==> config.mk <==
export PLATFORM = sky130hd
export DESIGN_NAME = pgacc_seq
export DESIGN_NICKNAME = d
export VERILOG_FILES = /design/src/rtl/pgacc_pkg.sv /design/src/rtl/pgacc_page_cache.sv /design/src/rtl/pgacc_poll_timer.sv /design/src/rtl/pgacc_word_path.sv /design/src/rtl/pgacc_seq.sv
export SDC_FILE = /design/constraint.sdc
export NUM_CORES = 1
export LEC_CHECK = 0
export BUFFER_PORTS_ARGS = -buffer_cell sky130_fd_sc_hd__buf_2
export CELL_PAD_IN_SITES_DETAIL_PLACEMENT = 1
export CELL_PAD_IN_SITES_GLOBAL_PLACEMENT = 1
export CORE_MARGIN = 1.5
export CORE_UTILIZATION = 40
export CTS_CLUSTER_DIAMETER = 150
export DETAILED_ROUTE_END_ITERATION = 6
export HOLD_SLACK_MARGIN = 0.06
export PLACE_DENSITY = 0.73
export SLEW_MARGIN = 0
export SYNTH_ARGS = -nofsm -noshare
export SYNTH_HDL_FRONTEND = slang
export SYNTH_SLANG_ARGS = --single-unit
export TNS_END_PERCENT = 30
==> constraint.sdc <==
create_clock -name clk -period 3.13 [get_ports clk]
set_input_delay 0.626 -clock clk [delete_from_list [all_inputs] [get_ports clk]]
set_output_delay 0.626 -clock clk [all_outputs]
set_load 0.01 [all_outputs]
==> src/rtl/pgacc_pkg.sv <==
package pgacc_pkg;

  localparam int MREG_W = 5;

  localparam logic [MREG_W-1:0] PAGE_SEL_REG  = 5'h10;
  localparam logic [MREG_W-1:0] CMD_REG       = 5'h11;
  localparam logic [MREG_W-1:0] DATA_BASE_REG = 5'h18;

  localparam logic [1:0] OP_WRITE = 2'b01;
  localparam logic [1:0] OP_READ  = 2'b10;

  localparam logic [1:0] STS_OK      = 2'b00;
  localparam logic [1:0] STS_TIMEOUT = 2'b01;
  localparam logic [1:0] STS_FAULT   = 2'b10;

  typedef enum logic [2:0] {
    WID_8  = 3'd0,
    WID_16 = 3'd1,
    WID_32 = 3'd2,
    WID_48 = 3'd3,
    WID_64 = 3'd4
  } width_code_e;

  typedef enum logic [2:0] {
    ST_IDLE,
    ST_PAGE,
    ST_WDATA,
    ST_CMD,
    ST_POLL,
    ST_GAP,
    ST_RDATA,
    ST_RESP
  } seq_state_e;

  // number of 16-bit words moved for a width code
  function automatic logic [2:0] word_count(input logic [2:0] wcode);
    case (wcode)
      WID_8, WID_16: word_count = 3'd1;
      WID_32:        word_count = 3'd2;
      WID_48:        word_count = 3'd3;
      default:       word_count = 3'd4;
    endcase
  endfunction

endpackage

==> src/rtl/pgacc_page_cache.sv <==
module pgacc_page_cache #(
  parameter int PAGE_W = 8
) (
  input  logic              clk,
  input  logic              rst_n,
  input  logic              upd_en,
  input  logic [PAGE_W-1:0] upd_page,
  input  logic [PAGE_W-1:0] probe_page,
  output logic              miss
);

  logic [PAGE_W-1:0] page_q;
  logic [PAGE_W-1:0] page_d;

  always_comb begin
    page_d = page_q;
    if (upd_en) page_d = upd_page;
  end

  // all ones is never a real page, so the first probe misses
  always_ff @(posedge clk or negedge rst_n) begin
    if (!rst_n) page_q <= '1;
    else        page_q <= page_d;
  end

  assign miss = (probe_page != page_q);


  page_hit_after_update_chk: assert property (@(posedge clk) disable iff (!rst_n)
    upd_en && (probe_page == upd_page) |=> ($stable(probe_page) -> !miss));

endmodule

==> src/rtl/pgacc_poll_timer.sv <==
module pgacc_poll_timer #(
  parameter int MAX_POLLS = 5,
  parameter int GAP_W     = 8
) (
  input  logic             clk,
  input  logic             rst_n,
  input  logic             clr,
  input  logic             poll_ack,
  input  logic             gap_load,
  input  logic [GAP_W-1:0] gap_val,
  output logic             last_poll,
  output logic             gap_done
);

  localparam int CNT_W = $clog2(MAX_POLLS + 1);

  logic [CNT_W-1:0] poll_cnt_q, poll_cnt_d;
  logic [GAP_W-1:0] gap_cnt_q, gap_cnt_d;

  always_comb begin
    poll_cnt_d = poll_cnt_q;
    if (clr)           poll_cnt_d = '0;
    else if (poll_ack) poll_cnt_d = poll_cnt_q + 1'b1;
  end

  always_comb begin
    gap_cnt_d = gap_cnt_q;
    if (gap_load)            gap_cnt_d = gap_val;
    else if (gap_cnt_q != 0) gap_cnt_d = gap_cnt_q - 1'b1;
  end

  always_ff @(posedge clk or negedge rst_n) begin
    if (!rst_n) begin
      poll_cnt_q <= '0;
      gap_cnt_q  <= '0;
    end else begin
      poll_cnt_q <= poll_cnt_d;
      gap_cnt_q  <= gap_cnt_d;
    end
  end

  assign last_poll = (poll_cnt_q == CNT_W'(MAX_POLLS - 1));
  assign gap_done  = (gap_cnt_q <= GAP_W'(1));


  poll_limit_chk: assert property (@(posedge clk) disable iff (!rst_n)
    poll_ack |-> (poll_cnt_q < CNT_W'(MAX_POLLS)));


  gap_reload_chk: assert property (@(posedge clk) disable iff (!rst_n)
    gap_load |-> (gap_val != '0));

endmodule

==> src/rtl/pgacc_word_path.sv <==
module pgacc_word_path #(
  parameter int WORD_W = 16,
  parameter int NWORDS = 4
) (
  input  logic                     clk,
  input  logic                     rst_n,
  input  logic                     load,
  input  logic [WORD_W*NWORDS-1:0] wdata_in,
  input  logic [$clog2(NWORDS)-1:0] sel,
  input  logic                     cap_en,
  input  logic [WORD_W-1:0]        cap_word,
  output logic [WORD_W-1:0]        wr_word,
  output logic [WORD_W*NWORDS-1:0] rd_value
);

  logic [WORD_W-1:0] wr_q [NWORDS];
  logic [WORD_W-1:0] rd_q [NWORDS];

  for (genvar gi = 0; gi < NWORDS; gi++) begin : g_word
    logic [WORD_W-1:0] wr_d, rd_d;

    always_comb begin
      wr_d = wr_q[gi];
      if (load) wr_d = wdata_in[gi*WORD_W +: WORD_W];
    end

    always_comb begin
      rd_d = rd_q[gi];
      if (load)                               rd_d = '0;
      else if (cap_en && (int'(sel) == gi))   rd_d = cap_word;
    end

    always_ff @(posedge clk or negedge rst_n) begin
      if (!rst_n) begin
        wr_q[gi] <= '0;
        rd_q[gi] <= '0;
      end else begin
        wr_q[gi] <= wr_d;
        rd_q[gi] <= rd_d;
      end
    end

    assign rd_value[gi*WORD_W +: WORD_W] = rd_q[gi];
  end

  assign wr_word = wr_q[sel];

endmodule

==> src/rtl/pgacc_seq.sv <==
module pgacc_seq
  import pgacc_pkg::*;
#(
  parameter int PAGE_W    = 8,
  parameter int OFF_W     = 8,
  parameter int WORD_W    = 16,
  parameter int NWORDS    = 4,
  parameter int MAX_POLLS = 5,
  parameter int GAP_W     = 8
) (
  input  logic                     clk,
  input  logic                     rst_n,
  input  logic                     req_valid,
  output logic                     req_ready,
  input  logic [PAGE_W-1:0]        req_page,
  input  logic [OFF_W-1:0]         req_offset,
  input  logic [2:0]               req_width,
  input  logic                     req_write,
  input  logic [WORD_W*NWORDS-1:0] req_wdata,
  input  logic [GAP_W-1:0]         poll_gap,
  output logic                     mg_req,
  output logic                     mg_we,
  output logic [MREG_W-1:0]        mg_reg,
  output logic [WORD_W-1:0]        mg_wdata,
  input  logic                     mg_ack,
  input  logic                     mg_err,
  input  logic [WORD_W-1:0]        mg_rdata,
  output logic                     rsp_done,
  output logic [1:0]               rsp_status,
  output logic [WORD_W*NWORDS-1:0] rsp_rdata
);

  localparam int DATA_W = WORD_W * NWORDS;
  localparam int IDX_W  = $clog2(NWORDS);

  seq_state_e        state_q, state_d;
  logic [PAGE_W-1:0] page_q;
  logic [OFF_W-1:0]  off_q;
  logic [2:0]        wcode_q;
  logic              write_q;
  logic [IDX_W-1:0]  widx_q, widx_d;
  logic [1:0]        status_q, status_d;

  logic              accept, page_miss;
  logic              cache_upd, tmr_clr, poll_ack, gap_load, cap_en;
  logic              last_poll, gap_done, last_word;
  logic              xfer_ok, xfer_bad;
  logic [2:0]        n_words;
  logic [WORD_W-1:0] wr_word, page_word, cmd_word;
  logic [DATA_W-1:0] rd_full, rd_masked;

  assign accept    = (state_q == ST_IDLE) && req_valid;
  assign xfer_ok   = mg_ack && !mg_err;
  assign xfer_bad  = mg_ack && mg_err;
  assign n_words   = word_count(wcode_q);
  assign last_word = (int'(widx_q) + 1 == int'(n_words));
  assign page_word = {page_q, {(WORD_W-PAGE_W-1){1'b0}}, 1'b1};
  assign cmd_word  = {off_q, {(WORD_W-OFF_W-2){1'b0}}, (write_q ? OP_WRITE : OP_READ)};

  pgacc_page_cache #(.PAGE_W(PAGE_W)) i_cache (
    .clk        (clk),
    .rst_n      (rst_n),
    .upd_en     (cache_upd),
    .upd_page   (page_q),
    .probe_page (req_page),
    .miss       (page_miss)
  );

  pgacc_poll_timer #(.MAX_POLLS(MAX_POLLS), .GAP_W(GAP_W)) i_timer (
    .clk       (clk),
    .rst_n     (rst_n),
    .clr       (tmr_clr),
    .poll_ack  (poll_ack),
    .gap_load  (gap_load),
    .gap_val   (poll_gap),
    .last_poll (last_poll),
    .gap_done  (gap_done)
  );

  pgacc_word_path #(.WORD_W(WORD_W), .NWORDS(NWORDS)) i_words (
    .clk      (clk),
    .rst_n    (rst_n),
    .load     (accept),
    .wdata_in (req_wdata),
    .sel      (widx_q),
    .cap_en   (cap_en),
    .cap_word (mg_rdata),
    .wr_word  (wr_word),
    .rd_value (rd_full)
  );

  // sequencing and management port drive
  always_comb begin
    state_d   = state_q;
    widx_d    = widx_q;
    status_d  = status_q;
    cache_upd = 1'b0;
    tmr_clr   = 1'b0;
    poll_ack  = 1'b0;
    gap_load  = 1'b0;
    cap_en    = 1'b0;
    mg_req    = 1'b0;
    mg_we     = 1'b0;
    mg_reg    = '0;
    mg_wdata  = '0;
    case (state_q)
      ST_IDLE: begin
        if (req_valid) begin
          tmr_clr  = 1'b1;
          widx_d   = '0;
          status_d = STS_OK;
          if (page_miss)      state_d = ST_PAGE;
          else if (req_write) state_d = ST_WDATA;
          else                state_d = ST_CMD;
        end
      end
      ST_PAGE: begin
        mg_req   = 1'b1;
        mg_we    = 1'b1;
        mg_reg   = PAGE_SEL_REG;
        mg_wdata = page_word;
        if (xfer_bad) begin
          status_d = STS_FAULT;
          state_d  = ST_RESP;
        end else if (xfer_ok) begin
          cache_upd = 1'b1;
          state_d   = write_q ? ST_WDATA : ST_CMD;
        end
      end
      ST_WDATA: begin
        mg_req   = 1'b1;
        mg_we    = 1'b1;
        mg_reg   = DATA_BASE_REG + MREG_W'(widx_q);
        mg_wdata = wr_word;
        if (xfer_bad) begin
          status_d = STS_FAULT;
          state_d  = ST_RESP;
        end else if (xfer_ok) begin
          if (last_word) begin
            widx_d  = '0;
            state_d = ST_CMD;
          end else begin
            widx_d  = widx_q + 1'b1;
          end
        end
      end
      ST_CMD: begin
        mg_req   = 1'b1;
        mg_we    = 1'b1;
        mg_reg   = CMD_REG;
        mg_wdata = cmd_word;
        if (xfer_bad) begin
          status_d = STS_FAULT;
          state_d  = ST_RESP;
        end else if (xfer_ok) begin
          state_d  = ST_POLL;
        end
      end
      ST_POLL: begin
        mg_req = 1'b1;
        mg_reg = CMD_REG;
        if (xfer_bad) begin
          status_d = STS_FAULT;
          state_d  = ST_RESP;
        end else if (xfer_ok) begin
          poll_ack = 1'b1;
          if (mg_rdata[1:0] == 2'b00) begin
            widx_d  = '0;
            state_d = write_q ? ST_RESP : ST_RDATA;
          end else if (last_poll) begin
            status_d = STS_TIMEOUT;
            state_d  = ST_RESP;
          end else if (poll_gap != '0) begin
            gap_load = 1'b1;
            state_d  = ST_GAP;
          end
        end
      end
      ST_GAP: begin
        if (gap_done) state_d = ST_POLL;
      end
      ST_RDATA: begin
        mg_req = 1'b1;
        mg_reg = DATA_BASE_REG + MREG_W'(widx_q);
        if (xfer_bad) begin
          status_d = STS_FAULT;
          state_d  = ST_RESP;
        end else if (xfer_ok) begin
          cap_en = 1'b1;
          if (last_word) state_d = ST_RESP;
          else           widx_d  = widx_q + 1'b1;
        end
      end
      ST_RESP: state_d = ST_IDLE;
      default: state_d = ST_IDLE;
    endcase
  end

  always_ff @(posedge clk or negedge rst_n) begin
    if (!rst_n) begin
      state_q  <= ST_IDLE;
      widx_q   <= '0;
      status_q <= STS_OK;
    end else begin
      state_q  <= state_d;
      widx_q   <= widx_d;
      status_q <= status_d;
    end
  end

  // request capture, enabled on accept only
  always_ff @(posedge clk or negedge rst_n) begin
    if (!rst_n) begin
      page_q  <= '0;
      off_q   <= '0;
      wcode_q <= '0;
      write_q <= 1'b0;
    end else if (accept) begin
      page_q  <= req_page;
      off_q   <= req_offset;
      wcode_q <= req_width;
      write_q <= req_write;
    end
  end

  always_comb begin
    rd_masked = rd_full;
    if (wcode_q == WID_8) rd_masked = {{(DATA_W-8){1'b0}}, rd_full[7:0]};
  end

  assign req_ready  = (state_q == ST_IDLE);
  assign rsp_done   = (state_q == ST_RESP);
  assign rsp_status = rsp_done ? status_q : STS_OK;
  assign rsp_rdata  = (rsp_done && (status_q == STS_OK) && !write_q) ? rd_masked : '0;


  mg_hold_chk: assert property (@(posedge clk) disable iff (!rst_n)
    mg_req && !mg_ack |=> mg_req && $stable(mg_we) && $stable(mg_reg) && $stable(mg_wdata));


  busy_not_ready_chk: assert property (@(posedge clk) disable iff (!rst_n)
    mg_req |-> !req_ready);


  abort_stop_chk: assert property (@(posedge clk) disable iff (!rst_n)
    mg_req && mg_ack && mg_err |=> !mg_req && rsp_done && (rsp_status == STS_FAULT));


  done_pulse_chk: assert property (@(posedge clk) disable iff (!rst_n)
    rsp_done |=> !rsp_done);


  status_legal_chk: assert property (@(posedge clk) disable iff (!rst_n)
    rsp_done |-> (rsp_status != 2'b11));

endmodule

==> out/results.ini, run 1 <==
[place]
numPortBuffers = 202
dpl_cell_area_sq_um = 9850
dp_hpwl_um = 16900
placed_cells = 1231
routabilityCongestion = 0.768

[routing]
ant_nets = 0
routed_wl_um = 24000
wl_per_cell_um = 19.0
vias = 6564
via_per_inst = 5.19
drc = 0
first_pass_iters = 4
drt_iter0_markers = 213

[sta]
setup_viol = 0
post-route-min-period_ns = 2.89
finClkSkew_ns = 0.0130
rsz0062_at_grt = no
slew_headroom_pct = 53.9
final_max_slew_viol_count = 0
fin_crit_sh_pct = 92.3
tns_ns = 0
fmax_mhz = 346
hold_violations = 0
worstMarginPinSlew_ns = 0.692

[worst_setup_path]
regToRegSetupSlack_ns = 0.39
reg2reg_to = state_q[0]
r2r_cells = 7
crit_fanout = 16
worst-setup-path-type = flop to primary output
crit_chain = buf_4, mux4_2, a22oi_1, nor2_1, buf_2
crit_slowest_cell = mux4_2
cp.arrival_ns = 2.26
endpoint_kind = primary output
start_kind = flop
slowest_delay_ns = 0.55
r2r-start = widx_q[0]
worstPathRequired_ns = 2.50

[finish]
drive_gt1_share_pct = 38.7
fin_area_sq_um = 10500
fin_nets = 1096
finalNonFillerCells = 1264
syn_to_final_growth_pct = 21.9

[pwr]
ir_worst_vdd_uv = 434
p_clk_share_pct = 23.3
combPwrFrac_pct = 36.1
power.density_nw_per_um2 = 890
p_leak_nw = 4.87
internal-power_mw = 6.08
seqPwrFrac_pct = 40.6
swShare_pct = 34.7
power.switching_mw = 3.23

[clock_tree]
ctsHtreeMaxLevel = 4
clockBufferDepth = 2
clock_latency_ns = 0.43
cts_made_buffers = 17
cts_sinks = 174
root_buffer = clkbuf_16
cts_hold_buf = 0
path_clk_slew_ns = 0.07
cts_tree = yes

[hold_path]
hold_path.class = input pin to async pin

[synthesis]
ys.warnings.count = 0
synth_area_leaders = dfrtp_1, mux2_2, nand2_1
synth_nets = 916
yosys_register_bits = 174
ys_seq_area_share_pct = 50.9
synth.top_cell.area_share_pct = 48.4
yosysTopAreaCell = dfrtp_1
synthCells = 795
post-synth-top-count-cell = dfrtp_1
synth_top_flop_cell = dfrtp_1
syn_area_sq_um = 8580
synthTopCellsByCount = dfrtp_1, nand2_1, mux2_2
ys_async_sr_fraction_pct = 100
synth-edff-count = 0
synth_area_per_cell_sq_um = 10.8
synth_cell_types = 57

[grt]
gr-total-overflow = 0
grt_start_max_net_pins = 65
grt_pass1_vias = 7079
grt_pass1_wl_um = 38500
grtUsageTotal_pct = 22.3
grt_antenna_before_repair = 2

[die]
die_w_um = 149
io_pins = 204
core_area_sq_um = 21000
start_util_pct = 40.8
rows = 53
die-area_sq_um = 22300
die_h_um = 149

[flow_run]
maxCapViolCount = 0

[run_status]
status = finished clean

layout make-up:
cell class / instances / area [sq um]
diodes: 1 / 2.50
clock buffers: 18 / 439
clock inverters: 14 / 168
fillers: 2347 / 10600
inverters: 11 / 41.3
multi-input cells: 553 / 3910
flip-flops and latches: 174 / 4370
well taps: 275 / 344
repair buffers: 218 / 1190
worst max path at each step:
stage | startpoint | to | cells after the start
final | widx_q[0] | mg_wdata[9] | 5
after global routing | state_q[0] | rsp_rdata[36] | 6
after CTS | widx_q[0] | mg_wdata[8] | 5
after detailed placement | widx_q[0] | state_q[0] | 7
after global placement | widx_q[0] | state_q[0] | 7
after floorplan | widx_q[1] | state_q[0] | 9
power groups by stage:
| stage | Clock [mW] | Combinational (mW) | Sequential [mW] |
|---|---|---|---|
| final | 2.17 | 3.36 | 3.78 |
| after global routing | 2.31 | 3.69 | 3.92 |
| after CTS | 2.23 | 3.41 | 3.80 |
| after detailed placement | 0 | 3.37 | 3.82 |
| after global placement | 0 | 3.26 | 3.77 |
| after floorplan | 0 | 2.52 | 3.60 |
worst max-delay path, delay by kind of cell, from the launching register on:
kind                   cells  cell delay (ns)
buffers and inverters      2             0.51
AO/OA/AOI/OAI              1             0.21
multiplexers               1             0.55
flip-flops                 1             0.50
AND/OR/NAND/NOR            1             0.07
state kept, by name (all words and copies together), names as in the netlist:
name / flops
status_q: 2
wcode_q: 3
state_q: 3
i_timer.gap_cnt_q: 8
write_q: 1
widx_q: 2
i_cache.page_q: 8
off_q: 8
page_q: 8
i_words.rd_value: 64
i_timer.poll_cnt_q: 3
i_words.wr_q: 64
layout by cell type, fill, tap and decap left out, types with 2 or more instances in the layout:
master	n
buf_2	201
dfrtp_1	165
nand2_1	142
mux2_2	97
a21oi_1	78
and2_1	69
nor2_1	26
clkbuf_16	17
mux4_2	16
buf_4	12
inv_1	11
o21ai_0	10
a22oi_1	9
and3_1	9
nor3_1	9
xnor2_1	9
mux2i_1	8
ha_1	8
dfstp_2	8
nand3_1	7
mux2_1	5
nor4_1	5
nand4_1	4
inv_8	4
buf_12	4
nor2b_1	3
a31oi_1	3
xor2_1	3
clkinv_4	3
inv_6	3
nor4_2	2
nor3b_1	2
clkinv_8	2
layer usage:
| layer | vias to the layer above | GRT usage [%] | routed length [um] |
|---|---|---|---|
| li1 | 3091 | - | - |
| met1 | 3263 | 28.1 | 10300 |
| met2 | 188 | 38.5 | 12000 |
| met3 | 18 | 6.10 | 1530 |
| met4 | 4 | 4.36 | 202 |
| met5 | - | 0 | 20 |
stage by stage:
stage | total power [mW] | utilization, % | setup WS (ns) | hold slack (ns)
after floorplan | 6.12 | - | 0.287 | 0.330
after global placement | 7.03 | 46.9 | 0.529 | 0.472
after detailed placement | 7.19 | 46.9 | 0.307 | 0.477
after CTS | 9.44 | 49.7 | 0.0467 | 0.190
after global routing | 9.91 | 49.8 | 0.0617 | 0.196
final | 9.31 | 49.8 | 0.240 | 0.167
repair_timing:
item                                    4_1_cts  5_1_grt
buffers inserted                              0        0
gates resized for setup                       0        1
endpoints found under the setup margin        0        5
cells by family after synthesis:
family / Yosys count / synth area share, %
xor+xnor: 12 / 1.22
mux: 127 / 18.7
compound gates: 114 / 7.74
flops: 174 / 50.9
other cells: 1 / 0.0437
fa+ha+maj: 8 / 1.17
simple gates: 291 / 16.7
buf+inv: 68 / 3.60
Power figures use the tool's default switching activity.
==> run 2, diff against run 1 <==
- GPL_ROUTABILITY_DRIVEN: default -> 0
- PLACE_DENSITY: 0.73 -> 0.71
- SYNTH_HIERARCHICAL: default -> 1
==> run 2 against run 1 <==
The flow now finishes with violations (design-rule violations). Sequential share of layout area shrank 1.5 points. Non-clock buffer count up 9. Fmax fell by 1.3%. Worst hold slack better by 0.040 ns. Power increased by 0.58%. Global-route usage is 1.1 points lower. Cell count fell by 2.6%. Critical path depth is the same. Synthesized cell count fell by 6.3%. Via count is 3.6% lower. First-iteration DRC count is 40% higher. Critical path type unchanged. Critical endpoint is now mg_wdata[1]. Largest power group unchanged. Highest routed layer unchanged.
==> out/results.ini, run 2 <==
[run_status]
status = finished, violations left
violations = design-rule violations

[synthesis]
synth_xor_area_share_pct = 1.07  ; -0.16 points
post-synth-top-count-cell = dfrtp_1
synth_compound_area_share_pct = 4.06  ; -3.7 points
syn_area_sq_um = 9030  ; +5.2%
ys_seq_area_share_pct = 48.3  ; -2.5 points
synth_nets = 863  ; -5.8%
synth_simple_gate_area_share_pct = 16.9  ; +0.19 points
yosysTopAreaCell = dfrtp_1
synth_fa_ha_area_share_pct = 0.693  ; -0.47 points
synth-edff-count = 0  ; unchanged
synth.top_cell.area_share_pct = 46.0  ; -2.4 points
synth_area_leaders = dfrtp_1, mux2_2, mux2i_1
ys.warnings.count = 6  ; +6
yosys_register_bits = 174  ; unchanged
synthTopCellsByCount = dfrtp_1, mux2_2, nand2b_1
synth_top_flop_cell = dfrtp_1
synth_top_family_by_area = multiplexers
synthCells = 745  ; -6.3%
synth.mux.area_fraction_pct = 24.3  ; +5.6 points
ys_async_sr_fraction_pct = 100  ; unchanged
synth_cell_types = 59  ; +3.5%
synth_area_per_cell_sq_um = 12.1  ; +12%

[finish]
fill_cells = 2396  ; +2.1%
fin_nets = 1056  ; -3.6%
layout_commonest_cell = buf_2
antenna_cells = 0  ; -1
final_cell_mix = buf_2, dfrtp_1, mux2_2
finalNonFillerCells = 1231  ; -2.6%
syn_to_final_growth_pct = 20.1
drive_gt1_share_pct = 40.8  ; +2.1 points

[sta]
tns_ns = 0  ; unchanged
post-route-min-period_ns = 2.93  ; +0.0372 ns
worstMarginPinSlew_ns = 0.859  ; +0.167 ns
fin_crit_sh_pct = 93.5  ; +1.2 points
finClkSkew_ns = 0.00915  ; -0.00388 ns
final_max_slew_viol_count = 0  ; unchanged
slew_headroom_pct = 42.5  ; -11 points
rsz0062_at_grt = no
hold_violations = 0  ; unchanged
fmax_mhz = 342  ; -1.3%
setup_viol = 0  ; unchanged
fin_ws_ns = 0.203  ; -0.0372 ns
hold_slack_ns = 0.207  ; +0.0400 ns

[routing]
drc = 14  ; +14
first_pass_iters = 7  ; +3
routed_wl_um = 23800  ; -1.1%
vias = 6329  ; -3.6%
drt_iter0_markers = 298  ; +40%
via_per_inst = 5.14  ; -1.0%
wl_per_cell_um = 19.3  ; +1.6%
ant_nets = 0  ; unchanged

[clock_tree]
ctsHtreeMaxLevel = 4  ; unchanged
cts_tree = yes
root_buffer = clkbuf_16
clock_latency_ns = 0.43  ; about the same
path_clk_slew_ns = 0.07  ; about the same
post_cts_buffers = 0  ; unchanged
ctsResizeCount = 0  ; unchanged
cts_made_buffers = 17  ; unchanged
cts_hold_buf = 0  ; unchanged
cts_sinks = 174  ; unchanged
clockBufferDepth = 2  ; unchanged

[worst_setup_path]
start_kind = flop
worst-setup-path-type = flop to primary output
cp.arrival_ns = 2.30  ; +0.04 ns
r2r-start = widx_q[0]
crit_chain = buf_4, mux4_2, mux2i_1, nor3_1, buf_2
worstPathRequired_ns = 2.50  ; about the same
r2r_cells = 7  ; unchanged
crit_fanout = 15  ; -1
slowest_delay_ns = 0.59  ; +0.04 ns
reg2reg_to = widx_q[0]
regToRegSetupSlack_ns = 0.62  ; +0.23 ns
crit_slowest_cell = dfrtp_2
endpoint_kind = primary output

[pwr]
internal-power_mw = 6.06  ; -0.29%
power.density_nw_per_um2 = 864  ; -2.9%
p_leak_nw = 5.32  ; +9.1%
combPwrFrac_pct = 37.2  ; +1.1 points
power_mw = 9.36  ; +0.58%
power.switching_mw = 3.31  ; +2.2%
seqPwrFrac_pct = 40.7  ; about the same
swShare_pct = 35.3  ; +0.56 points
p_clk_share_pct = 22.1  ; -1.2 points
ir_worst_vdd_uv = 355  ; -18%

[die]
die-area_sq_um = 23500  ; +5.1%
rows = 54  ; +1.9%
die_w_um = 153  ; +2.5%
core_area_sq_um = 22000  ; +4.5%
die_h_um = 153  ; +2.5%
io_pins = 204  ; unchanged
start_util_pct = 41.1  ; +0.29 points

[place]
placed_cells = 1199  ; -2.6%
dp_hpwl_um = 17300  ; +2.1%
numPortBuffers = 202  ; unchanged
dp_slack_ns = 0.583  ; +0.276 ns

[grt]
grt_antenna_before_repair = 3  ; +1
grt_pass1_vias = 6903  ; -2.5%
grt_start_max_net_pins = 74  ; +14%
gr-total-overflow = 0  ; unchanged
grtUsageTotal_pct = 21.2  ; -1.1 points
grt_pass1_wl_um = 38800  ; +0.63%

[flow_run]
maxCapViolCount = 0  ; unchanged

[hold_path]
hold_path.class = input pin to async pin

[run 2: metrics by stage]
stage	utilization, %	cell area [sq um]
floorplan	-	9030
global placement	46.8	10300
detailed placement	46.8	10300
CTS	49.4	10800
global route	49.4	10800
finish	49.4	10800
[run 2: cell families (layout without fill, tap and decap cells)]
kind of cell | count (synthesis) | in the layout
AOI/OAI and AO/OA | 55 | 55
muxes | 187 | 187
adders and majority gates | 5 | 5
DFF | 174 | 174
buffers and inverters | 64 | 270
and+or+nand+nor | 248 | 248
xor gates and xnor gates | 11 | 11
other | 1 | 1
[run 2: power by group through the flow]
| stage | Clock [mW] | Combinational [mW] | Sequential (mW) |
|---|---|---|---|
| after floorplan | 0 | 2.68 | 3.59 |
| after global placement | 0 | 3.40 | 3.82 |
| after detailed placement | 0 | 3.49 | 3.86 |
| after CTS | 2.13 | 3.52 | 3.83 |
| after global routing | 2.23 | 3.83 | 3.95 |
| final | 2.07 | 3.48 | 3.81 |
[run 2: cell type report]
class                   instances  area, sq um  share of cell area (%)
flip-flops and latches        174         4370                    40.3
multi-input cells             507         4250                    39.2
repair buffers                227         1270                    11.7
clock buffers                  17          425                    3.92
well taps                     280          350                    3.23
clock inverters                15          143                    1.32
inverters                      11         41.3                   0.381
[run 2: worst max-delay path: cells and delay by family, from the launching register on]
family,cells,cell delay (ns)
buffers and inverters,2,0.52
flip-flops,1,0.59
multiplexers,2,0.70
AND/OR/NAND/NOR,1,0.06
[run 2: worst max path at each step]
stage / from / end / slack [ns] / cells past startpoint
global route: widx_q[0] / mg_wdata[1] / 0.07 / 5
detailed placement: mg_err / i_timer/gap_cnt_q[5] / 0.58 / 10
finish: widx_q[0] / mg_wdata[1] / 0.20 / 5
CTS: widx_q[0] / mg_wdata[1] / 0.13 / 5
global placement: widx_q[0] / mg_wdata[1] / 0.65 / 5
floorplan: mg_err / i_timer/gap_cnt_q[5] / 0.56 / 9
[run 2: routing by layer]
layer / track usage (%) / wire length, um
met1: 29.2 / 11400
met2: 33.9 / 11200
met3: 4.62 / 1060
met4: 5.74 / 164
met5: 0 / 46
